### config.mk
export PLATFORM = sky130hd
export DESIGN_NAME = pld_out_cell
export DESIGN_NICKNAME = d
export VERILOG_FILES = /design/src/rtl/pld_cell_pkg.sv /design/src/rtl/pld_oe_term.sv /design/src/rtl/pld_clk_pick.sv /design/src/rtl/pld_dreg.sv /design/src/rtl/pld_out_cell.sv
export SDC_FILE = /design/constraint.sdc
export NUM_CORES = 1
export LEC_CHECK = 0
export ABC_CLOCK_PERIOD_IN_PS = 3100
export BUFFER_PORTS_ARGS = -buffer_cell sky130_fd_sc_hd__buf_2
export CAP_MARGIN = 25
export CORE_AREA = 8 8 45 47
export DETAILED_ROUTE_END_ITERATION = 8
export DIE_AREA = 0 0 53 55
export GPL_TIMING_DRIVEN = 0
export PLACE_DENSITY = 0.62
export SETUP_SLACK_MARGIN = 0.3
export SYNTH_ARGS = -nofsm -noshare
export SYNTH_HDL_FRONTEND = slang
export SYNTH_HIERARCHICAL = 1
export SYNTH_SLANG_ARGS = --single-unit
### constraint.sdc
create_clock -name sys_clk -period 3.1 [get_ports sys_clk]
set_input_delay 0.93 -clock sys_clk [delete_from_list [all_inputs] [get_ports sys_clk]]
set_output_delay 0.93 -clock sys_clk [all_outputs]
set_load 0.03 [all_outputs]
### src/rtl/pld_cell_pkg.sv
package pld_cell_pkg;
  localparam int CLK_SRC_BIT = 1;
  localparam int CLK_INV_BIT = 0;
  localparam int CLK_SEL_W   = 2;

  typedef enum logic {
    SRC_PIN  = 1'b0,
    SRC_TERM = 1'b1
  } clk_src_e;

  function automatic logic apply_polarity(input logic d, input logic active_high);
    return active_high ? d : ~d;
  endfunction
endpackage

### src/rtl/pld_oe_term.sv
module pld_oe_term #(
  parameter int N_IN = 8,
  localparam int FUSE_W = 2 * N_IN
) (
  input  logic [N_IN-1:0]   term_in,
  input  logic [FUSE_W-1:0] fuse_open,
  output logic              term_true
);
  logic [N_IN-1:0] lit_ok;

  // Each input contributes a true literal (fuse 2i) and a complement literal (fuse 2i+1).
  for (genvar i = 0; i < N_IN; i++) begin : g_lit
    assign lit_ok[i] = (term_in[i] | fuse_open[2*i]) & (~term_in[i] | fuse_open[2*i+1]);
  end

  assign term_true = &lit_ok;
endmodule

### src/rtl/pld_clk_pick.sv
module pld_clk_pick
  import pld_cell_pkg::*;
(
  input  logic                 sys_clk,
  input  logic                 sys_rst,
  input  logic                 clk_pin,
  input  logic                 clk_term,
  input  logic [CLK_SEL_W-1:0] clk_sel,
  output logic                 cap_edge
);
  logic raw_src;
  logic sel_lvl;
  logic sel_prev;

  always_comb begin
    raw_src = (clk_src_e'(clk_sel[CLK_SRC_BIT]) == SRC_TERM) ? clk_term : clk_pin;
    sel_lvl = raw_src ^ clk_sel[CLK_INV_BIT];
  end

  // prev held high in reset so no edge is reported right after reset
  always_ff @(posedge sys_clk) begin
    if (sys_rst) sel_prev <= 1'b1;
    else         sel_prev <= sel_lvl;
  end

  assign cap_edge = sel_lvl & ~sel_prev;
endmodule

### src/rtl/pld_dreg.sv
module pld_dreg (
  input  logic sys_clk,
  input  logic sys_rst,
  input  logic cap_edge,
  input  logic d_in,
  input  logic preset_in,
  input  logic clear_in,
  output logic q_out
);
  logic q_r;

  always_ff @(posedge sys_clk) begin
    if (sys_rst)       q_r <= 1'b0;
    else if (clear_in) q_r <= 1'b0;
    else if (cap_edge) q_r <= preset_in ? 1'b1 : d_in;
  end

  // clear masks the stored value at once, before the next sys_clk edge
  assign q_out = q_r & ~clear_in;
endmodule

### src/rtl/pld_out_cell.sv
module pld_out_cell
  import pld_cell_pkg::*;
#(
  parameter int OE_INPUTS = 8
) (
  input  logic                   sys_clk,
  input  logic                   sys_rst,
  input  logic                   clk_pin,
  input  logic                   clk_term,
  input  logic                   cfg_reg,
  input  logic                   cfg_pol,
  input  logic [1:0]             cfg_clk,
  input  logic                   sop_in,
  input  logic                   preset_in,
  input  logic                   clear_in,
  input  logic [OE_INPUTS-1:0]   oe_vec,
  input  logic [2*OE_INPUTS-1:0] oe_fuse,
  input  logic                   pin_in,
  output logic                   pin_out,
  output logic                   pin_oe,
  output logic                   fb_out
);
  logic cap_edge;
  logic q_val;
  logic data_sel;

  pld_clk_pick u_clk (
    .sys_clk  (sys_clk),
    .sys_rst  (sys_rst),
    .clk_pin  (clk_pin),
    .clk_term (clk_term),
    .clk_sel  (cfg_clk),
    .cap_edge (cap_edge)
  );

  pld_dreg u_reg (
    .sys_clk   (sys_clk),
    .sys_rst   (sys_rst),
    .cap_edge  (cap_edge),
    .d_in      (sop_in),
    .preset_in (preset_in),
    .clear_in  (clear_in),
    .q_out     (q_val)
  );

  pld_oe_term #(.N_IN(OE_INPUTS)) u_oe (
    .term_in   (oe_vec),
    .fuse_open (oe_fuse),
    .term_true (pin_oe)
  );

  always_comb begin
    data_sel = cfg_reg ? q_val : sop_in;
    pin_out  = apply_polarity(data_sel, cfg_pol);
    fb_out   = cfg_reg ? q_val : pin_in;
  end
endmodule

==> results of run 1 <==
==> flip-flops by register name, indices dropped and copies added (netlist names) <==
signal / flops
u_reg/q_r: 1
u_clk/sel_prev: 1
==> report_power, final <==
group          internal [mW]  leakage, nW  total, mW  switching [mW]
clock network         0.0428       0.0138     0.0589          0.0160
registers             0.0275       0.0165     0.0281        0.000635
logic                 0.0319        0.254     0.0525          0.0207
==> how the worst max path moves through the flow <==
| stage | startpoint | endpoint | depth (start not counted) |
|---|---|---|---|
| after global placement | oe_vec[3] | pin_oe | 5 |
| after floorplan | oe_vec[3] | pin_oe | 3 |
| final | oe_vec[3] | pin_oe | 5 |
| after detailed placement | oe_vec[3] | pin_oe | 5 |
| after global routing | oe_vec[3] | pin_oe | 5 |
| after CTS | oe_vec[2] | pin_oe | 5 |
==> placed cells by master, fill, tap and decap left out <==
cell,instances
buf_2,34
mux2i_1,10
buf_6,4
nor2_1,4
clkbuf_4,3
nor2b_1,3
dfxtp_1,2
or4_1,2
mux2_2,1
xor2_1,1
mux2i_2,1
mux2_4,1
nor2_2,1
a2111oi_2,1
==> area by class of cell <==
| type | instances | share of cell area |
|---|---|---|
| Sequential cell | 2 | 0.0775 |
| Timing Repair Buffer | 38 | 0.416 |
| Tap cell | 16 | 0.0387 |
| Clock buffer | 3 | 0.0436 |
| Multi-Input combinational cell | 25 | 0.424 |
==> per-layer routing <==
metal,up-vias,track usage,part of all wire
met2,16,0.102,0.56
met1,155,0.0485,0.32
li1,185,-,-
met3,2,0.0642,0.11
met4,0,0.0259,0.0050
met5,-,0,0
==> worst register-to-register path, cell delays in order (launching register included) <==
cell,delay (ns)
dfxtp_1,0.31
nor2_1,0.05
mux2_4,0.27
a2111oi_2,0.28
==> per-stage QoR <==
stage | utilization | cell area [sq um] | total power, mW | cells
global placement | 0.339 | 469 | 0.0781 | 81
global route | 0.373 | 517 | 0.152 | 84
finish | 0.373 | 517 | 0.139 | 84
floorplan | - | 259 | 0.0513 | 27
CTS | 0.369 | 510 | 0.143 | 84
detailed placement | 0.339 | 469 | 0.0793 | 81
==> timing repair <==
item,4_1_cts,5_1_grt
endpoints found under the setup margin,1,1
pin swaps,2,2
gates resized for setup,4,1
==> logic make-up (layout without fill, tap and decap cells) <==
kind of cell | count (synthesis) | in the layout | synth area share
and+or+nand+nor | 10 | 10 | 0.205
buffers and inverters | 0 | 41 | 0
muxes | 13 | 13 | 0.546
xor gates and xnor gates | 1 | 1 | 0.0342
DFF | 2 | 2 | 0.156
AOI/OAI and AO/OA | 1 | 1 | 0.0585
==> impl_metrics.py, run 1 <==
metrics = {
    "worst_hold_path": {
        "hp-class": "reg -> reg",
        "min_path_cells": 2,
        "hold-path-endpoint": "u_reg/q_r$_SDFFE_PP0P_",
        "hp-start": "u_reg/q_r$_SDFFE_PP0P_",
    },
    "detailed_routing": {
        "wire_per_inst_microns": 11.8,
        "drc": 0,
        "drt_iter0_markers": 5,
        "routed_via_density": 4.26,
        "vias": 358,
        "drt.antenna.violating_nets": 0,
        "drtPass1Iterations": 4,
        "wl_microns": 991,
    },
    "sta": {
        "skew_ns": 0.000302,
        "whs_ns": 0.527,
        "drv_slew": 0,
        "fmax_mhz": 351,
        "worst_slew_pin_slew_ns": 0.242,
        "finalSetupTns_ns": 0,
        "max_slew_margin": 0.835,
        "postLayoutSetupSlackWorst_ns": 0.250,
        "period_minus_slack_ns": 2.85,
        "finalSetupViolations": 0,
        "post-route-period-util": 0.919,
        "rsz0062_at_grt": "yes",
        "hold_violations": 0,
    },
    "die": {
        "ios": 39,
        "dieHeight_microns": 55,
        "fp.dieArea_sq_mm": 0.00292,
        "die_w_microns": 53,
        "initial_core_util": 0.185,
        "core_area_sq_mm": 0.00138,
        "rows": 14,
    },
    "critical_path": {
        "crit_top_cell": "buf_6",
        "critPathRequiredTime_ns": 2.17,
        "slowest_delay_ns": 0.53,
        "cp-end-kind": "primary output",
        "reg2reg_depth": 3,
        "r2r_end": "u_reg/q_r$_SDFFE_PP0P_",
        "path_buf_inv": 2,
        "worstSetupPathType": "in -> out",
        "rr_startpoint": "u_clk/sel_prev$_SDFF_PP1_",
        "cp.arrival_ns": 1.92,
        "r2r_setup_slack_ns": 2.09,
        "worstPathCellList": "buf_6, mux2i_1, or4_1, nor2_2, buf_6",
        "critPathTopFamily": "simple AND/OR/NAND/NOR gates",
        "worstPathMaxFanout": 1,
        "startpoint_type": "primary input",
        "cp_slowest_cell": "or4_1",
    },
    "clocking": {
        "post-cts-setup-buffers": 0,
        "cts_tree": "yes",
        "cts_made_buffers": 3,
        "path_clk_slew_ns": 0.03,
        "hold_buffers": 0,
        "cts_max_level": 1,
        "clock-root-buffer": "clkbuf_4",
        "clock_sinks": 2,
        "cts_buffer_depth": 2,
        "clock_latency_ns": 0.22,
    },
    "global_routing": {
        "grt_pass1_vias": 331,
        "grt_overflow_total": 0,
        "track_usage": 0.0622,
        "grt_max_degree": 5,
        "grt_pass1_wl_mm": 1.26,
        "antenna_found_initial": 0,
    },
    "logic_synthesis": {
        "ys_warn_count": 6,
        "synth.most_common_cell": "mux2i_1",
        "synth_edf_count": 0,
        "synth_fp_nets": 63,
        "yosys-top-cells-count": "mux2i_1 (10), nor2_1 (5), nor2b_1 (3)",
        "synth.top_cells.by_area": "mux2i_1 (39%), dfxtp_1 (16%), nor2_1 (7.3%), nor2b_1 (7.3%), a2111oi_2 (5.9%)",
        "synth_top_area_frac": 0.390,
        "synthesis.area_sq_um": 256,
        "synth_top_area_cell": "mux2i_1",
        "synthArstFlopShare": 0,
        "ys_types": 10,
        "synth_flop_cell": "dfxtp_1",
        "ys_ff_latch": 2,
        "synth_cells": 27,
        "synth_area_per_cell_sq_um": 9.50,
        "ys_seq_area_frac": 0.156,
    },
    "placement": {
        "place_congestion": 0.577,
        "place_ws_ns": 0.187,
        "port_buffers": 38,
    },
    "power": {
        "p_leak_nw": 0.284,
        "peakVddDrop_mv": 0.174,
        "power_density_mw_per_mm2": 270,
    },
    "final_layout": {
        "area_growth_syn_to_layout_pct": 101,
        "fillCellCount": 145,
        "nets": 106,
        "multi_input_comb_area_sq_um": 219,
        "seq_area_sq_um": 40.0,
        "drive_gt1_frac": 0.676,
        "diodes": 0,
    },
    "status": {
        "status": "completed",
    },
    "run": {
        "maxCapViolCount": 0,
    },
}
No activity file was read; power rests on OpenSTA's default activity.
==> run 2, diff against run 1 <==
--- a/config.mk
+++ b/config.mk
@@ -13,6 +13,7 @@
 export DIE_AREA = 0 0 53 55
 export GPL_TIMING_DRIVEN = 0
 export PLACE_DENSITY = 0.62
+export REMOVE_ABC_BUFFERS = 1
 export SETUP_SLACK_MARGIN = 0.3
 export SYNTH_ARGS = -nofsm -noshare
 export SYNTH_HDL_FRONTEND = slang
==> run 2 against run 1 <==
  * Sequential share of layout area is the same
  * Combinational power grew 1%
  * Flip-flop and latch count is the same
  * Design area is the same
  * Fmax shrank 0.15%
  * Cell count is the same
  * Global-route usage grew 0.16 points
  * Sequential power is essentially flat
  * Setup slack lost 0.0042 ns
  * Die area is the same
  * Total power shrank 1.7%
  * Clock power shrank 5.1%
  * Critical endpoint unchanged
  * Largest cell class unchanged
  * Largest power group unchanged
==> impl_metrics.py, run 2 (synthesis gave the netlist of run 1 again) <==
metrics = {
    "status": {
        "status": "completed",
    },
    "power": {
        "peakVddDrop_mv": 0.139,
        "finalPower_mw": 0.137,
        "power_density_mw_per_mm2": 265,
        "p_leak_nw": 0.283,
    },
    "final_layout": {
        "fillCellCount": 144,
        "layout_commonest_cell": "buf_2",
        "multi_input_comb_area_sq_um": 231,
        "reg.largest.list": "u_clk/sel_prev (1), u_reg/q_r (1)",
        "final_cell_mix": "buf_2 (36), mux2i_1 (10), nor2_1 (4), clkbuf_4 (3), nor2b_1 (3)",
        "seq_area_sq_um": 40.0,
        "nets": 106,
        "area_growth_syn_to_layout_pct": 101,
        "drive_gt1_frac": 0.706,
        "diodes": 0,
    },
    "sta": {
        "rsz0062_at_grt": "yes",
        "finalSetupViolations": 0,
        "finalSetupTns_ns": 0,
        "skew_ns": 0.00700,
        "max_slew_margin": 0.836,
        "worst_slew_pin_slew_ns": 0.241,
        "hold_violations": 0,
        "period_minus_slack_ns": 2.85,
        "drv_slew": 0,
        "fmax_mhz": 350,
        "post-route-period-util": 0.921,
    },
    "die": {
        "fp.dieArea_sq_mm": 0.00292,
        "dieHeight_microns": 55,
        "initial_core_util": 0.185,
        "ios": 39,
        "rows": 14,
        "core_area_sq_mm": 0.00138,
        "die_w_microns": 53,
    },
    "global_routing": {
        "track_usage": 0.0638,
        "grt_pass1_vias": 344,
        "grt_max_degree": 5,
        "antenna_found_initial": 0,
        "grt_overflow_total": 0,
        "grt_pass1_wl_mm": 1.30,
    },
    "critical_path": {
        "startpoint_type": "primary input",
        "r2r_setup_slack_ns": 2.08,
        "r2r_end": "u_reg/q_r$_SDFFE_PP0P_",
        "reg2reg_depth": 3,
        "crit_top_cell": "buf_6",
        "worstPathMaxFanout": 1,
        "critPathRequiredTime_ns": 2.17,
        "cp.arrival_ns": 1.92,
        "cp-end-kind": "primary output",
        "worstPathCellList": "buf_6, mux2i_1, or4_4, nor2_4, buf_6",
        "slowest_delay_ns": 0.55,
        "worstSetupPathType": "in -> out",
        "rr_startpoint": "u_clk/sel_prev$_SDFF_PP1_",
        "cp_slowest_cell": "or4_4",
    },
    "placement": {
        "port_buffers": 38,
        "place_congestion": 0.646,
    },
    "detailed_routing": {
        "vias": 345,
        "drt_iter0_markers": 1,
        "drt.antenna.violating_nets": 0,
        "drc": 0,
        "wl_mm": 1.00,
        "drtPass1Iterations": 2,
        "wire_per_inst_microns": 11.9,
        "routed_via_density": 4.11,
    },
    "clocking": {
        "clock_latency_ns": 0.22,
        "path_clk_slew_ns": 0.03,
        "cts_tree": "yes",
        "cts_made_buffers": 3,
        "cts_buffer_depth": 2,
        "clock_sinks": 2,
        "clock-root-buffer": "clkbuf_4",
        "cts_max_level": 1,
    },
    "worst_hold_path": {
        "hp-start": "u_reg/q_r$_SDFFE_PP0P_",
        "hp-class": "reg -> reg",
        "min_path_cells": 2,
        "hold-path-endpoint": "u_reg/q_r$_SDFFE_PP0P_",
    },
    "run": {
        "maxCapViolCount": 0,
    },
}
[run 2: changes by cell type in the layout (fill, tap and decap cells not counted)]
cell / before / now
buf_2: 34 / 36
buf_6: 4 / 2
or4_1: 2 / 0
or4_4: 0 / 2
nor2_2: 1 / 0
nor2_4: 0 / 1
[run 2: report_power, final]
group	total, mW	internal (mW)	leakage, nW	switching [mW]
logic	0.0531	0.0313	0.253	0.0218
registers	0.0281	0.0275	0.0165	0.000632
clock network	0.0559	0.0426	0.0138	0.0133
[run 2: cell type report]
class,count,share of cell area
Clock buffer,3,0.0436
Tap cell,16,0.0387
Sequential cell,2,0.0775
Multi-Input combinational cell,25,0.448
Timing Repair Buffer,38,0.392
[run 2: how the worst max path moves through the flow]
| stage | cells past startpoint | slack, ns | end | startpoint |
|---|---|---|---|---|
| detailed placement | 5 | 0.20 | pin_oe | oe_vec[3] |
| floorplan | 3 | 0.21 | pin_oe | oe_vec[3] |
| finish | 5 | 0.25 | pin_oe | oe_vec[4] |
| global route | 5 | 0.20 | pin_oe | oe_vec[0] |
| CTS | 5 | 0.24 | pin_oe | oe_vec[4] |
| global placement | 5 | 0.21 | pin_oe | oe_vec[3] |
[run 2: through the flow]
| stage | utilization | std cells | hold slack [ns] | setup slack [ns] | area (sq um) |
|---|---|---|---|---|---|
| after floorplan | - | 27 | 0.505 | 0.211 | 256 |
| after global placement | 0.337 | 81 | 0.514 | 0.209 | 467 |
| after detailed placement | 0.337 | 81 | 0.529 | 0.199 | 467 |
| after CTS | 0.360 | 84 | 0.532 | 0.244 | 498 |
| after global routing | 0.373 | 84 | 0.566 | 0.199 | 517 |
| final | 0.373 | 84 | 0.529 | 0.246 | 517 |
[run 2: critical path: cells and delay by family]
family | cells | cell delay (ns)
AND/OR/NAND/NOR | 2 | 0.67
buffers and inverters | 2 | 0.22
multiplexers | 1 | 0.11
[run 2: metal layers]
metal | wire length, microns | GRT usage
met4 | 14 | 0.0776
met2 | 685 | 0.117
met5 | 0 | 0
met3 | 15 | 0.0160
met1 | 285 | 0.0498
[run 2: repair_timing]
| item | 4_1_cts | 5_1_grt |
|---|---|---|
| gates resized for setup | 2 | 5 |
| pin swaps | 3 | 1 |
| setup endpoints to repair | 1 | 1 |
| hold buffers | 0 | 0 |
| buffers inserted | 0 | 0 |
==> run 3, diff against run 2 <==
--- a/config.mk
+++ b/config.mk
@@ -8,11 +8,14 @@
 export ABC_CLOCK_PERIOD_IN_PS = 3100
 export BUFFER_PORTS_ARGS = -buffer_cell sky130_fd_sc_hd__buf_2
 export CAP_MARGIN = 25
-export CORE_AREA = 8 8 45 47
+export CELL_PAD_IN_SITES_DETAIL_PLACEMENT = 1
+export CELL_PAD_IN_SITES_GLOBAL_PLACEMENT = 2
+export CORE_MARGIN = 8
+export CORE_UTILIZATION = 12
 export DETAILED_ROUTE_END_ITERATION = 8
-export DIE_AREA = 0 0 53 55
 export GPL_TIMING_DRIVEN = 0
-export PLACE_DENSITY = 0.62
+export PLACE_DENSITY = 0.82
+export RECOVER_POWER = 25
 export REMOVE_ABC_BUFFERS = 1
 export SETUP_SLACK_MARGIN = 0.3
 export SYNTH_ARGS = -nofsm -noshare
==> run 3 against run 2 <==
  * Design area rose by 1.9%
  * Hold slack improved by 0.0033 ns
  * Critical path depth did not move
  * Critical endpoint unchanged
  * Critical path type unchanged
  * Die area rose by 33%
==> impl_metrics.py, run 3 (synthesis gave the netlist of run 1 again) <==
metrics = {
    "status": {
        "status": "completed",
    },
    "final_layout": {
        "multi_input_comb_area_sq_um": 213,
        "layout_commonest_cell": "buf_2",
        "seq_area_sq_um": 40.0,
        "area_growth_syn_to_layout_pct": 105,
        "fillCellCount": 252,
        "drive_gt1_frac": 0.647,
        "diodes": 0,
        "final_cells": 95,
        "final_cell_mix": "buf_2 (33), mux2i_1 (11), nor2_1 (5), buf_6 (4)",
        "reg.largest.list": "u_clk/sel_prev (1), u_reg/q_r (1)",
        "nets": 106,
    },
    "sta": {
        "rsz0062_at_grt": "yes",
        "drv_slew": 0,
        "whs_ns": 0.532,
        "skew_ns": 0.000463,
        "worst_slew_pin_slew_ns": 0.325,
        "fmax_mhz": 350,
        "max_slew_margin": 0.777,
        "finalSetupTns_ns": 0,
        "finalSetupViolations": 0,
        "period_minus_slack_ns": 2.85,
        "hold_violations": 0,
        "post-route-period-util": 0.921,
    },
    "detailed_routing": {
        "routed_via_density": 3.84,
        "wl_mm": 1.25,
        "drt_iter0_markers": 3,
        "vias": 365,
        "drtPass1Iterations": 3,
        "wire_per_inst_microns": 13.2,
        "drt.antenna.violating_nets": 0,
        "drc": 0,
    },
    "power": {
        "clock_power_share": 0.434,
        "p_int_mw": 0.103,
        "p_comb_frac": 0.369,
        "pwr-share-seq": 0.196,
        "switching_share": 0.285,
        "p_sw_mw": 0.0408,
        "power_density_mw_per_mm2": 272,
        "peakVddDrop_mv": 0.106,
        "p_leak_nw": 0.287,
    },
    "clocking": {
        "cts_made_buffers": 3,
        "cts_buffer_depth": 2,
        "clock_latency_ns": 0.24,
        "cts_max_level": 1,
        "hold_buffers": 0,
        "post-cts-setup-buffers": 0,
        "cts_tree": "yes",
        "clock-root-buffer": "clkbuf_4",
        "path_clk_slew_ns": 0.03,
        "clock_sinks": 2,
    },
    "critical_path": {
        "cp_slowest_cell": "or4_1",
        "rr_startpoint": "u_clk/sel_prev$_SDFF_PP1_",
        "r2r_end": "u_reg/q_r$_SDFFE_PP0P_",
        "startpoint_type": "primary input",
        "cp.arrival_ns": 1.92,
        "cp-end-kind": "primary output",
        "critPathRequiredTime_ns": 2.17,
        "r2r_setup_slack_ns": 2.09,
        "critPathLaunch": "oe_vec[0]",
        "critPathTopFamily": "simple AND/OR/NAND/NOR gates",
        "slowest_delay_ns": 0.52,
        "worstPathMaxFanout": 1,
        "worstPathCellList": "buf_6, mux2i_1, or4_1, nor2_1, buf_4",
        "reg2reg_depth": 3,
        "path_buf_inv": 2,
        "worstSetupPathType": "in -> out",
    },
    "worst_hold_path": {
        "hold-path-endpoint": "u_reg/q_r$_SDFFE_PP0P_",
        "min_path_cells": 2,
        "hp-start": "u_reg/q_r$_SDFFE_PP0P_",
        "hp-class": "reg -> reg",
    },
    "placement": {
        "port_buffers": 38,
        "place_congestion": 0.635,
        "dp_cells": 92,
        "dp_hpwl_mm": 1.11,
    },
    "global_routing": {
        "track_usage": 0.0682,
        "grt_max_degree": 5,
        "antenna_found_initial": 0,
        "grt_pass1_vias": 412,
        "grt_pass1_wl_mm": 1.99,
        "grt_overflow_total": 0,
    },
    "die": {
        "dieHeight_microns": 62.2,
        "core_area_sq_mm": 0.00198,
        "fp.dieArea_sq_mm": 0.00387,
        "die_w_microns": 62.2,
        "ios": 39,
        "rows": 16,
        "initial_core_util": 0.129,
    },
    "run": {
        "maxCapViolCount": 0,
    },
}
[run 3: changes by cell type in the layout (fill, tap and decap cells not counted), moves of 2 or more]
cell,change
buf_2,-3
buf_6,+2
or4_1,+2
or4_4,-2
[run 3: worst max path at each step]
stage,slack [ns],cells past startpoint,end
5_1_grt,0.17,5,pin_oe
3_3_place_gp,0.19,5,pin_oe
2_1_floorplan,0.21,3,pin_oe
3_5_place_dp,0.20,5,pin_oe
4_1_cts,0.25,5,pin_oe
6_report,0.25,5,pin_oe
[run 3: layout make-up]
cell class	count	share of cell area
timing repair buffer	38	0.413
multi-input combinational	25	0.404
sequential	2	0.0760
tap	27	0.0641
clock buffer	3	0.0428
[run 3: timing repair]
item                                    4_1_cts  5_1_grt
resized for setup                             4        1
cloned                                        0        0
endpoints found under the setup margin        1        1
pin swaps                                     3        2
[run 3: power groups by stage]
| stage | combinational [mW] | sequential [mW] | clock, mW |
|---|---|---|---|
| after global routing | 0.0578 | 0.0282 | 0.0720 |
| final | 0.0530 | 0.0281 | 0.0623 |
| after global placement | 0.0498 | 0.0284 | 0 |
| after floorplan | 0.0228 | 0.0283 | 0 |
| after CTS | 0.0541 | 0.0282 | 0.0671 |
| after detailed placement | 0.0516 | 0.0285 | 0 |
[run 3: stage by stage]
step / power [mW] / setup WS, ns / instance area [sq um] / utilization
floorplan: 0.0511 / 0.211 / 256 / -
global placement: 0.0782 / 0.194 / 480 / 0.242
detailed placement: 0.0801 / 0.198 / 480 / 0.242
CTS: 0.149 / 0.246 / 524 / 0.265
global route: 0.158 / 0.170 / 527 / 0.266
finish: 0.143 / 0.246 / 527 / 0.266
[run 3: layer usage]
metal | global-route usage | vias to the layer above | wire (microns)
met1 | 0.0581 | 159 | 425
met5 | 0 | - | 0
met2 | 0.119 | 16 | 695
met3 | 0.0448 | 5 | 102
met4 | 0.0350 | 0 | 31
li1 | - | 185 | -
[run 3: worst register-to-register path, delay by kind of cell (launching register included)]
family / cells / cell delay [ns]
compound gates: 1 / 0.27
flops: 1 / 0.32
mux: 1 / 0.27
simple gates: 1 / 0.05
